$ cat config.mk
export PLATFORM = sky130hd
export DESIGN_NAME = fwd_hazard_unit
export DESIGN_NICKNAME = d
export VERILOG_FILES = /design/src/rtl/fwd_hazard_unit.sv
export SDC_FILE = /design/constraint.sdc
export NUM_CORES = 1
export LEC_CHECK = 0
export ABC_AREA = 1
export BUFFER_PORTS_ARGS = -buffer_cell sky130_fd_sc_hd__buf_2
export CORE_MARGIN = 2
export CORE_UTILIZATION = 46
export DETAILED_ROUTE_END_ITERATION = 10
export PLACE_DENSITY = 0.93
export REMOVE_ABC_BUFFERS = 1
export SLEW_MARGIN = 0
export SYNTH_ARGS = -nofsm -noshare
export SYNTH_HDL_FRONTEND = slang
export SYNTH_SLANG_ARGS = --single-unit
$ cat constraint.sdc
create_clock -name vclk -period 1.4
set_clock_uncertainty 0.05 [all_clocks]
set_input_delay 0.14 -clock vclk [all_inputs]
set_output_delay 0.14 -clock vclk [all_outputs]
set_load 0.01 [all_outputs]
$ cat src/rtl/fwd_hazard_unit.sv
module fwd_hazard_unit #(
  parameter int REG_W = 5
) (
  input  logic [REG_W-1:0] id_rs,
  input  logic [REG_W-1:0] id_rt,
  input  logic             id_rs_used,
  input  logic             id_rt_used,
  input  logic             id_store,
  input  logic [REG_W-1:0] ex_rs,
  input  logic [REG_W-1:0] ex_rt,
  input  logic [REG_W-1:0] ex_dst,
  input  logic             ex_wen,
  input  logic             ex_load,
  input  logic             ex_taken,
  input  logic [REG_W-1:0] mem_dst,
  input  logic             mem_wen,
  input  logic             mem_load,
  input  logic             mem_store,
  input  logic [REG_W-1:0] mem_rt,
  input  logic [REG_W-1:0] wb_dst,
  input  logic             wb_wen,
  output logic [1:0]       ex_a_sel,
  output logic [1:0]       ex_b_sel,
  output logic             mem_sd_sel,
  output logic             stall_fd,
  output logic             bubble_ex,
  output logic             flush_fd
);

  localparam logic [REG_W-1:0] ZERO    = '0;
  localparam logic [1:0]       SEL_RF  = 2'd0;
  localparam logic [1:0]       SEL_MEM = 2'd1;
  localparam logic [1:0]       SEL_WB  = 2'd2;

  always_comb begin : decide
    logic mem_fw, wb_fw, ld_hit, wb_hit;
    mem_fw = mem_wen && !mem_load && (mem_dst != ZERO);
    wb_fw  = wb_wen && (wb_dst != ZERO);

    if (mem_fw && mem_dst == ex_rs)     ex_a_sel = SEL_MEM;
    else if (wb_fw && wb_dst == ex_rs)  ex_a_sel = SEL_WB;
    else                                ex_a_sel = SEL_RF;

    if (mem_fw && mem_dst == ex_rt)     ex_b_sel = SEL_MEM;
    else if (wb_fw && wb_dst == ex_rt)  ex_b_sel = SEL_WB;
    else                                ex_b_sel = SEL_RF;

    mem_sd_sel = mem_store && wb_fw && (wb_dst == mem_rt);

    ld_hit = ex_load && ex_wen && (ex_dst != ZERO) &&
             ((id_rs_used && id_rs == ex_dst) ||
              (id_rt_used && !id_store && id_rt == ex_dst));
    wb_hit = wb_fw && ((id_rs_used && id_rs == wb_dst) ||
                       (id_rt_used && id_rt == wb_dst));

    flush_fd  = ex_taken;
    bubble_ex = ex_taken || ld_hit || wb_hit;
    stall_fd  = !ex_taken && (ld_hit || wb_hit);

    p_flush_excl_r9: assert (!(stall_fd && flush_fd))
      else $error("stall and flush together");
    p_stall_bubble_r5: assert (!stall_fd || bubble_ex)
      else $error("stall without bubble");
    p_stall_cause_r8: assert (!stall_fd || (ex_load && ex_wen) || wb_wen)
      else $error("stall without a writer");
    p_zero_a_r4: assert (ex_rs != ZERO || ex_a_sel == SEL_RF)
      else $error("register 0 bypassed on operand a");
    p_zero_b_r4: assert (ex_rt != ZERO || ex_b_sel == SEL_RF)
      else $error("register 0 bypassed on operand b");
    p_sd_store_r7: assert (!mem_sd_sel || mem_store)
      else $error("store data bypass without a store");
    p_load_nofw_r11: assert (!(mem_load && ex_a_sel == SEL_MEM))
      else $error("load bypassed from memory stage");
  end

endmodule

==> results.ini <==
[yosys]
syn_area_per_cell_um2 = 4.95
syn_area_um2 = 772
yosysUniqueCellTypes = 21
yosysSeqAreaShare_pct = 0
synth_warnings = 0
synthCells = 156

[drt]
drt-met1-wl_mm = 1.01
first_pass_iters = 4
route.met3.wl_um = 117
routed_wirelength_mm = 2.41
vias = 1104
drt-initial-drc-count = 25
wl_per_cell_um = 10.6
antenna_left = 0
routed_via_density = 4.86
drc = 0
routed-wl-met2_mm = 1.26
top_layer = met4

[placed_design]
gp_congestion = 0.874
post-place-cells = 227
numPortBuffers = 58
dp_hpwl_mm = 2.19
place_area_um2 = 1060
place_ws_ps = 148

[clocking]
postCtsSetupBuffers = 0
holdBufCountCts = 0
ctsResizeCount = 0

[global_route]
grt_pass1_wl_mm = 4.00
first_global_vias = 1015
grt_use_total_pct = 25.2
antenna_found_initial = 0
overflow = 0
grt_max_degree = 7

[layout]
regArea_um2 = 0
fin_cells = 227
syn2layout_area_growth_pct = 37.6
stdcell_area_um2 = 1060
fillers = 150
n_antenna_cell = 0
clockBufferCount = 0
final_core_util_pct = 68.9
drive_above_1_share_pct = 32.7
nets = 263
seq_cell_count = 0

[worst_setup_path]
cp-start-kind = input port
critPathRequiredTime_ps = 1210
crit_fanout = 3
worstSetupPathType = input port to primary output
crit_arrival_ps = 1060
worstSetupEndpointType = primary output

[run]
maxCapViolations = 0

[floorplanning]
die_x_um = 45.0
start_util_pct = 50.1
io_pins = 58
fp-row-count = 14
die-area_um2 = 2020
coreArea_um2 = 1540
die_h_um = 45.0

[timing]
hold_violations = 0
slew_headroom_pct = 83.2
max_freq_ghz = 0.801
timing.final.ws_setup_ps = 151
setup_tns_ps = 0
drv_slew = 0
period_minus_slack_ps = 1250
rsz0062_at_grt = no
worst_slew_pin_slew_ps = 250
setup_viol = 0
post-route-period-util_pct = 89.2

[outcome]
outcome = completed

[hold_path]
holdCritPathClass = input port to primary output
whs_path_depth = 2

[power]
max-vdd-ir-drop_uv = 138
p_leak_uw = 0.000663
power_density_nw_per_um2 = 278

where the power goes:
part	total, uW	switching, uW	internal (uW)
combinational	296	162	133
sequential	0	0	0
clock	0	0	0
total	296	162	133
stage by stage:
step	hold slack [ps]	power (uW)
6_report	459	296
5_1_grt	466	329
4_1_cts	460	295
3_5_place_dp	460	293
3_3_place_gp	452	283
2_1_floorplan	230	152
synthesized netlist by cell type:
cell / instances / share of area (%)
nand2_1: 59 / 29
nor2_1: 21 / 10
inv_1: 16 / 7.8
xnor2_1: 12 / 14
xor2_1: 10 / 11
nand3_1: 7 / 4.5
inv_2: 6 / 2.9
nand4_1: 5 / 4.1
nor3_1: 5 / 3.2
buf_4: 2 / 1.9
nand3b_1: 2 / 1.9
o21ai_0: 2 / 1.3
a211oi_2: 1 / 1.6
a21oi_1: 1 / 0.65
a21oi_2: 1 / 1.1
buf_2: 1 / 0.65
nand2_2: 1 / 0.81
nor2_2: 1 / 0.81
nor3_2: 1 / 1.3
o21ai_1: 1 / 0.65
o22ai_1: 1 / 0.81
path summary, 6_finish.rpt:
path	startpoint	endpoint	slack, ps
hold / removal	ex_taken	flush_fd	460
setup / recovery	ex_dst[4]	stall_fd	150
routing by layer:
metal	up-vias	GRT usage (%)
li1	591	-
met1	477	32.3
met2	34	46.6
met3	2	0.400
met4	0	5.29
met5	-	0
critical path, cell delays in order:
cell     delay, ps
buf_2          100
inv_1           70
nand2_1         60
nand2_1         50
nor2_1         120
nand3_1         90
nand2_1         70
nand2_1         70
a21oi_2        130
buf_2          140
area by class of cell:
class / instances / area, um2 / area share (%)
repair buffers: 58 / 290 / 27.3
inverters: 22 / 82.6 / 7.77
well taps: 16 / 20.0 / 1.88
multi-input cells: 131 / 669 / 63.0
cell families (layout without fill, tap and decap cells):
family                    after synthesis  in the layout  share of synthesized area, %
AOI/OAI and AO/OA                       7              7                          6.16
buffers and inverters                  25             80                          13.3
xor gates and xnor gates               22             22                          25.0
and+or+nand+nor                       102            102                          55.6
cell usage in the layout (no fill, tap or decap), types with 2 or more instances in the layout:
master and n:
buf_2 58, nor2_1 21, inv_1 16, nor3_1 5, o21ai_0 2, nand3b_1 2, xnor2_1 12, nand3_1 7
nand2_1 59, nand4_1 5, inv_2 6, xor2_1 10
Note: power is estimated with default switching activity, not from simulation.
